$ cat config.mk
export PLATFORM = sky130hd
export DESIGN_NAME = trc_pack
export DESIGN_NICKNAME = d
export VERILOG_FILES = /design/src/rtl/trc_pkg.sv /design/src/rtl/trc_fmt.sv /design/src/rtl/trc_ptr.sv /design/src/rtl/trc_mem.sv /design/src/rtl/trc_pack.sv
export SDC_FILE = /design/constraint.sdc
export NUM_CORES = 2
export LEC_CHECK = 0
export BUFFER_PORTS_ARGS = -buffer_cell sky130_fd_sc_hd__buf_4
export CORE_MARGIN = 4
export CORE_UTILIZATION = 35
export CTS_CLUSTER_DIAMETER = 200
export DETAILED_ROUTE_END_ITERATION = 8
export GPL_ROUTABILITY_DRIVEN = 0
export GPL_TIMING_DRIVEN = 0
export SYNTH_ARGS = -nofsm -noshare
export SYNTH_HDL_FRONTEND = slang
export SYNTH_SLANG_ARGS = --single-unit
$ cat constraint.sdc
create_clock -name clk_i -period 5.7 [get_ports clk_i]
set_clock_uncertainty 0.15 [all_clocks]
set_input_delay 0 -clock clk_i [delete_from_list [all_inputs] [get_ports clk_i]]
set_output_delay 0 -clock clk_i [all_outputs]
set_load 0.05 [all_outputs]
$ cat src/rtl/trc_pkg.sv
package trc_pkg;
  typedef enum logic [1:0] {
    MODE_NORMAL = 2'd0,
    MODE_LOOP   = 2'd1,
    MODE_DETAIL = 2'd2,
    MODE_PURE   = 2'd3
  } trc_mode_e;
endpackage

$ cat src/rtl/trc_fmt.sv
module trc_fmt #(
  parameter int ADDR_W = 24,
  parameter int DATA_W = 16,
  parameter int INFO_W = 8,
  parameter int LINE_W = 64
) (
  input  logic [ADDR_W-1:0] addr_i,
  input  logic [DATA_W-1:0] data_i,
  input  logic              word_i,
  input  logic [INFO_W-1:0] info_i,
  output logic [LINE_W/2-1:0] half_rec_o,
  output logic [LINE_W-1:0]   full_rec_o
);
  localparam int HALF_W = LINE_W / 2;
  localparam int LANE_W = DATA_W / 2;
  localparam int PAD_W  = LINE_W - INFO_W - ADDR_W - DATA_W;

  logic [LANE_W-1:0] hi_lane;
  logic [LANE_W-1:0] lo_lane;

  // byte access: only the low lane carries data
  assign hi_lane = word_i ? data_i[DATA_W-1:LANE_W] : '0;
  assign lo_lane = data_i[LANE_W-1:0];

  assign half_rec_o = HALF_W'({info_i, addr_i});
  assign full_rec_o = {info_i, addr_i, hi_lane, lo_lane, {PAD_W{1'b0}}};
endmodule

$ cat src/rtl/trc_ptr.sv
module trc_ptr #(
  parameter int AW = 6
) (
  input  logic        clk_i,
  input  logic        rst_ni,
  input  logic        clr_i,
  input  logic        rec_i,
  input  logic        detail_i,
  output logic [AW:0] cnt_o,
  output logic        full_o
);
  logic [AW:0]   cnt_q;
  logic [AW-1:0] line_nx;
  logic          wrap;

  assign line_nx = cnt_q[AW:1] + 1'b1;
  assign wrap    = detail_i ? &cnt_q[AW:1] : &cnt_q;

  always_ff @(posedge clk_i or negedge rst_ni) begin
    if (!rst_ni) begin
      cnt_q  <= '0;
      full_o <= 1'b0;
    end else if (clr_i) begin
      cnt_q  <= '0;
      full_o <= 1'b0;
    end else if (rec_i) begin
      cnt_q  <= detail_i ? {line_nx, 1'b0} : cnt_q + 1'b1;
      full_o <= full_o | wrap;
    end
  end

  assign cnt_o = cnt_q;
endmodule

$ cat src/rtl/trc_mem.sv
module trc_mem #(
  parameter int DEPTH  = 64,
  parameter int LINE_W = 64,
  localparam int AW    = $clog2(DEPTH),
  localparam int HALF_W = LINE_W / 2
) (
  input  logic              clk_i,
  input  logic              rst_ni,
  input  logic              clr_i,
  input  logic [1:0]        wr_en_i,
  input  logic [AW-1:0]     wr_idx_i,
  input  logic [LINE_W-1:0] wr_data_i,
  input  logic [AW-1:0]     rd_idx_i,
  output logic [LINE_W-1:0] rd_data_o,
  output logic [1:0]        rd_vld_o
);
  logic [1:0] vld_q [DEPTH];

  for (genvar h = 0; h < 2; h++) begin : g_half
    logic [HALF_W-1:0] mem_q [DEPTH];
    always_ff @(posedge clk_i) begin
      if (wr_en_i[h]) mem_q[wr_idx_i] <= wr_data_i[h*HALF_W +: HALF_W];
    end
    assign rd_data_o[h*HALF_W +: HALF_W] = mem_q[rd_idx_i];
  end

  always_ff @(posedge clk_i or negedge rst_ni) begin
    if (!rst_ni) begin
      for (int i = 0; i < DEPTH; i++) vld_q[i] <= '0;
    end else if (clr_i) begin
      for (int i = 0; i < DEPTH; i++) vld_q[i] <= '0;
    end else if (|wr_en_i) begin
      // low-half write starts a fresh line; high-half write adds to it
      vld_q[wr_idx_i] <= (wr_en_i == 2'b10) ? (vld_q[wr_idx_i] | 2'b10) : wr_en_i;
    end
  end

  assign rd_vld_o = vld_q[rd_idx_i];
endmodule

$ cat src/rtl/trc_pack.sv
module trc_pack
  import trc_pkg::*;
#(
  parameter int DEPTH  = 64,
  parameter int ADDR_W = 24,
  parameter int DATA_W = 16,
  parameter int INFO_W = 8,
  parameter int LINE_W = 64,
  localparam int AW    = $clog2(DEPTH)
) (
  input  logic              clk_i,
  input  logic              rst_ni,
  input  logic              arm_i,
  input  logic [1:0]        mode_i,
  input  logic              evt_i,
  input  logic              cof_i,
  input  logic [ADDR_W-1:0] addr_i,
  input  logic [DATA_W-1:0] data_i,
  input  logic              word_i,
  input  logic [INFO_W-1:0] info_i,
  input  logic [AW-1:0]     rd_idx_i,
  output logic [LINE_W-1:0] rd_line_o,
  output logic [1:0]        rd_valid_o,
  output logic [AW:0]       cnt_o,
  output logic              full_o
);
  localparam int HALF_W = LINE_W / 2;

  trc_mode_e mode_q;
  logic      armed_q;
  logic      rec;
  logic      detail;
  logic [1:0]        wr_en;
  logic [LINE_W-1:0] wr_data;
  logic [HALF_W-1:0] half_rec;
  logic [LINE_W-1:0] full_rec;

  always_ff @(posedge clk_i or negedge rst_ni) begin
    if (!rst_ni) begin
      mode_q  <= MODE_NORMAL;
      armed_q <= 1'b0;
    end else if (arm_i) begin
      mode_q  <= trc_mode_e'(mode_i);
      armed_q <= 1'b1;
    end
  end

  assign rec    = armed_q & ~arm_i & (evt_i | cof_i);
  assign detail = (mode_q == MODE_DETAIL);

  always_comb begin
    wr_en = 2'b00;
    if (rec) wr_en = detail ? 2'b11 : (cnt_o[0] ? 2'b10 : 2'b01);
  end

  assign wr_data = detail ? full_rec : {half_rec, half_rec};

  trc_fmt #(
    .ADDR_W(ADDR_W), .DATA_W(DATA_W), .INFO_W(INFO_W), .LINE_W(LINE_W)
  ) u_fmt (
    .addr_i    (addr_i),
    .data_i    (data_i),
    .word_i    (word_i),
    .info_i    (info_i),
    .half_rec_o(half_rec),
    .full_rec_o(full_rec)
  );

  trc_ptr #(.AW(AW)) u_ptr (
    .clk_i   (clk_i),
    .rst_ni  (rst_ni),
    .clr_i   (arm_i),
    .rec_i   (rec),
    .detail_i(detail),
    .cnt_o   (cnt_o),
    .full_o  (full_o)
  );

  trc_mem #(.DEPTH(DEPTH), .LINE_W(LINE_W)) u_mem (
    .clk_i    (clk_i),
    .rst_ni   (rst_ni),
    .clr_i    (arm_i),
    .wr_en_i  (wr_en),
    .wr_idx_i (cnt_o[AW:1]),
    .wr_data_i(wr_data),
    .rd_idx_i (rd_idx_i),
    .rd_data_o(rd_line_o),
    .rd_vld_o (rd_valid_o)
  );
endmodule

; ---- After elaboration in Yosys (flattened, before gate mapping)
; Memory sizes are Yosys's and may differ from the RTL's.
; Index checks and enable logic that the tools add are counted.
[word_totals]
ff_bits = 139
ramBits = 4096
inputBits = 62
out_inout_bits = 74
n_memories = 2
[classes]
addsub = 2
magnitude_cmp = 3
eq_ne = 2
mux = 27
bitwise = 7
n_reduce_logical = 6
[memory_table]
columns = name, depth, width, rd, rd_ports_with_merged_regs, wr, line_no
row1 = u_mem.g_half[0].mem_q, 64, 32, 1, 0, 1, trc_mem.sv:20  ; logic [HALF_W-1:0] mem_q [DEPTH];
row2 = u_mem.g_half[1].mem_q, 64, 32, 1, 0, 1, trc_mem.sv:20
[ops]
columns = operator, n
row1 = 2-to-1 mux 128 bit, 2
row2 = bitwise mux 128 bit, 1
row3 = 2-to-1 mux 32 bit, 1
row4 = binary-select mux 2 bit (select 6 bit), 2
row5 = 2-to-1 mux 7 bit, 3
row6 = greater-or-equal comparator 7 bit (second input constant), 2
row7 = 2-to-1 mux 2 bit, 7
row8 = inverter 6 -> 7 bit, 2
row9 = demux 2 bit (select 6 bit), 1
row10 = 2-to-1 mux 1 bit, 9
row11 = 2-to-1 mux 8 bit, 1
row12 = adder 7 x 1 -> 7 bit (second input constant), 1
row13 = less-than comparator 7 x 1 -> 1 bit (second input constant), 1
row14 = AND reduction 7 bit, 1
row15 = adder 6 x 1 -> 6 bit (second input constant), 1
row16 = AND reduction 6 bit, 1
row17 = equality test 2 bit (second input constant), 2
row18 = nonzero test 2 bit, 2
row19 = bitwise AND 1 bit, 2
row20 = OR 1 bit, 2
row21 = OR reduction 2 bit, 1
row22 = logical AND 1 bit, 1
row23 = inverter 1 bit, 1

; ---- Logic depth before layout (Yosys ltp)
[logic_depth]
word_depth = 9
mapped_depth = 10
depth_no_buf = 6

; ---- By module
; Synthesis repeated with hierarchy kept, for this count alone.
[unflattened]
cells_unflattened = 7397
area_unflattened_um2 = 163772.1
[modules_own_cells]
columns = module, n_inst, cells_each, area_each_um2, seq_area_each_um2
row1 = trc_mem, 1, 7167, 161394.8, 126201.0
row2 = trc_pack, 1, 84, 1203.7, 75.1
row3 = trc_fmt, 1, 97, 714.4, 0.0
row4 = trc_ptr, 1, 49, 459.2, 200.2

; ---- Worst setup path before layout
; No wires, ideal clock.
[synth_path]
path_type = reg2reg
start = register u_ptr.cnt_q[2] (netlist: u_ptr.cnt_o[2])
end = memory u_mem.g_half[0].mem_q[15][0] (netlist bit) (enable)
setup_time_ns = 0.421
t_arrival_ns = 3.721
t_required_ns = 5.129
setup_slack_ns = 1.408
path_stages_with_launch = 9
synth_period_minus_slack_ns = 4.292
cell_sequence = dfrtp_1 > buf_2 > clkbuf_1 > clkbuf_1 > and3_1 > buf_2 > buf_1 > nand2_1 > nor2_1
[synth_lines]
columns = item, line_no
row1 = start: declaration, trc_ptr.sv:12  ; logic [AW:0] cnt_q;
row2 = start signal: assignment, trc_ptr.sv:27  ; cnt_q <= detail_i ? {line_nx, 1'b0} : cnt_q + 1'b1;
row3 = end: declaration, trc_mem.sv:20
; No word-level cell before the write port.

; ---- Final worst setup path
[layout_path]
start = register u_ptr.cnt_q[1] (netlist: u_ptr.cnt_o[1])
end = memory u_mem.g_half[0].mem_q[20][10] (netlist bit) (enable)
; No word-level cell before the write port.

==> flow_summary_export.csv <==
group,metric,value,unit
run_status,status,"complete, but fails checks",
run_status,violations,"capacitance limit, slew limit",
clock_network,cts_made_buffers,401,
synthesis,synth_top_cells_by_count,"edfxtp_1, mux4_2, nor2_1",
synthesis,synth_seq_area_share,77.66,%
sta,period_needed,5.559,ns
placement,port_buffers,128,
grt,grt_pass1_vias,81720,
route,avgViaCountPerCell,5.821,
power_and_ir_drop,cellLeakagePower,58.44,nW
synthesis,synth_edf_count,4096,
critical_path,arrival,6.01,ns
critical_path,cp_max_fo,17,
critical_path,cp.required,6.16,ns
placement,dp_hpwl,336100,um
grt,grt_max_degree,82,
synthesis,synthesis.area,0.1629,mm2
min_path,worstHoldPathType,"in -> reg",
route,drt-initial-drc-count,14580,
route,routed_wl,494900,um
placement,dp_cells,13490,
clock_network,cts.clk_slew.worst_paths,0.07,ns
critical_path,path_class,"reg -> reg",
sta,setup_ws,0.1406,ns
clock_network,cts_tree,"yes",
floorplanning,fp.dieArea,0.4763,mm2
synthesis,synthCells,6995,
cells_and_area,final_area,0.1899,mm2
run,maxCapViolations,1,
sta,fin_tns_setup,0,ns
critical_path,worst_setup_path_start_kind,"register",
floorplanning,core-area,0.4636,mm2
clock_network,cts-root-buf,"clkbuf_16",
synthesis,yosysTopAreaCell,"edfxtp_1",
cells_and_area,nNetsFinal,7844,
route,first_pass_iters,7,
power_and_ir_drop,ir_drop,0.2608,mV
placement,pre_cts_ws,0.1887,ns
clock_network,cts-htree-levels,5,
sta,final_max_slew_viol_count,11,
floorplanning,die_y,690.1,um
route,wire_per_inst,34.65,um
sta,slew_headroom,-1.987,%
synthesis,syn_avg_cell_area,23.28,um2
grt,grt-ovfl-total,0,
cells_and_area,syn_to_final_growth,16.60,%
floorplanning,initial_utilization,35.13,%
route,dr_total_vias,83140,
floorplanning,rows,250,
route,ant_nets,0,
placement,dpl_cell_area,0.1765,mm2
sta,rsz0062_at_grt,"no",
grt,antenna_found_initial,40,
synthesis,synth_nets,7059,
synthesis,synth-async-reset-ratio,3.282,%
sta,layout_worst_path_cycle_share,97.53,%
route,drcViolationCount,0,
grt,grtUsageTotal,20.22,%
synthesis,yosys.cell_types.count,54,
floorplanning,die_w,690.1,um
cells_and_area,drive_gt1_share,30.07,%
synthesis,yosysWarnings,0,
synthesis,synth_ff_type,"edfxtp_1",
clock_network,clk_path_buf_depth,4,
power_and_ir_drop,p_per_area,343.9,mW/mm2
grt,grt_pass1_wl,671800,um
synthesis,yosysMostFrequentCell,"edfxtp_1",
synthesis,synth_seq_cells,4235,
sta,clock.fmax,179.9,MHz
clock_network,cts_sinks,4235,
sta,hold_viol_final,0,
cells_and_area,final-instance-count-excl-fill,14280,
sta,setup_viol,0,
synthesis,synth_area_leaders,"edfxtp_1, mux4_2, dfrtp_1",
critical_path,end_kind,"register",
clock_network,clkLatencyLatePin,0.94,ns
sta,worst_slew_pin_slew,1.530,ns
sta,holdWs,0.05600,ns
synthesis,synth_top_cell_area_share,75.52,%
floorplanning,top_level_ports,136,
-- repair_timing --
action / CTS / global route
hold buffers: 60 / 0
resized for setup: 0 / 1
hold endpoints to repair: 3391 / 0
buffers inserted: 0 / 0
endpoints found under the setup margin: 0 / 17
-- layout make-up --
type	instances	area [um2]
Antenna cell	19	47.55
Multi-Input combinational cell	2339	35630
Inverter	6	22.52
Clock inverter	218	2006
Clock buffer	495	10620
Buffer	415	1798
Tap cell	6174	7725
Timing Repair Buffer	382	5570
Fill cell	39900	273700
Sequential cell	4235	126500
-- power breakdown --
group / switching, W / internal [W]
Clock: 0.0115 / 0.0148
Combinational: 0.00318 / 0.00139
Sequential: 0.0000239 / 0.0344
-- cells by family after synthesis --
family                     synth area share (%)
xor gates and xnor gates               0.005379
adders and majority gates               0.01536
muxes                                     18.07
DFF                                       77.66
AOI/OAI and AO/OA                         1.775
and+or+nand+nor                           1.377
buffers and inverters                     1.100
-- critical path: stages, from the launching register on --
cell and delay, ns:
dfrtp_1 0.43, buf_6 0.18, buf_6 0.17, buf_2 0.19, clkbuf_1 0.28, clkbuf_1 0.36
nor3_4 0.69, clkbuf_1 0.73, nand2_1 0.70, nor2_4 1.01, buf_12 0.27
-- sequential cells by signal, indices dropped and copies added, names as in the netlist --
| name | flops |
|---|---|
| u_ptr.full_o | 1 |
| mode_q | 2 |
| u_ptr.cnt_o | 7 |
| u_mem.vld_q | 128 |
| armed_q | 1 |
| u_mem.g_half.mem_q | 4096 |
-- routing by layer --
metal / GRT usage, % / wire length (um) / up-vias
met5: 0.1600 / 178 / -
met4: 7.432 / 20350 / 12
met3: 5.793 / 59940 / 973
met2: 30.36 / 223100 / 5519
met1: 28.08 / 191300 / 44950
li1: - / - / 31690
-- through the flow --
step / total power [W] / utilization [%]
floorplan: 0.03738 / -
global placement: 0.03937 / 37.01
detailed placement: 0.03958 / 38.08
CTS: 0.06549 / 40.94
global route: 0.06695 / 40.96
finish: 0.06530 / 40.96
-- path summary, 6_finish.rpt --
check	startpoint	to	slack (ns)	cells after the start
min in group asynchronous	rst_ni	u_mem.vld_q[107]	0.16	4
setup reg to reg	u_ptr.cnt_o[1]	u_mem.g_half[0].mem_q[20][10]	0.14	10
max in group asynchronous	rst_ni	u_mem.vld_q[15]	4.80	4
hold reg to reg	armed_q	armed_q	0.34	1
setup / recovery	u_ptr.cnt_o[1]	u_mem.g_half[0].mem_q[20][10]	0.14	10
hold / removal	info_i[5]	u_mem.g_half[1].mem_q[15][29]	0.06	2
-- cell usage in the layout (no fill, tap or decap), types with 8 or more instances in the layout --
master	instances
a21oi_1	115
a211oi_1	24
buf_6	11
buf_4	133
dfrtp_1	139
clkbuf_16	411
mux2i_1	105
nand2b_1	8
buf_2	111
nand2_2	16
bufinv_16	35
a311oi_1	27
clkbuf_1	313
nand2_1	110
a221oi_1	17
nor2_4	128
edfxtp_1	4096
buf_1	43
nor2_1	153
clkinvlp_4	11
nor3_1	12
o21ai_1	12
clkinv_1	101
dlygate4sd3_1	59
o21ai_0	42
diode_2	19
clkbuf_2	20
o221ai_1	49
buf_16	27
nand3_1	40
mux4_2	1258
buf_12	159
o22ai_1	133
and2_2	14
inv_6	8
clkinv_2	53
(Power assumes the default switching activity.)
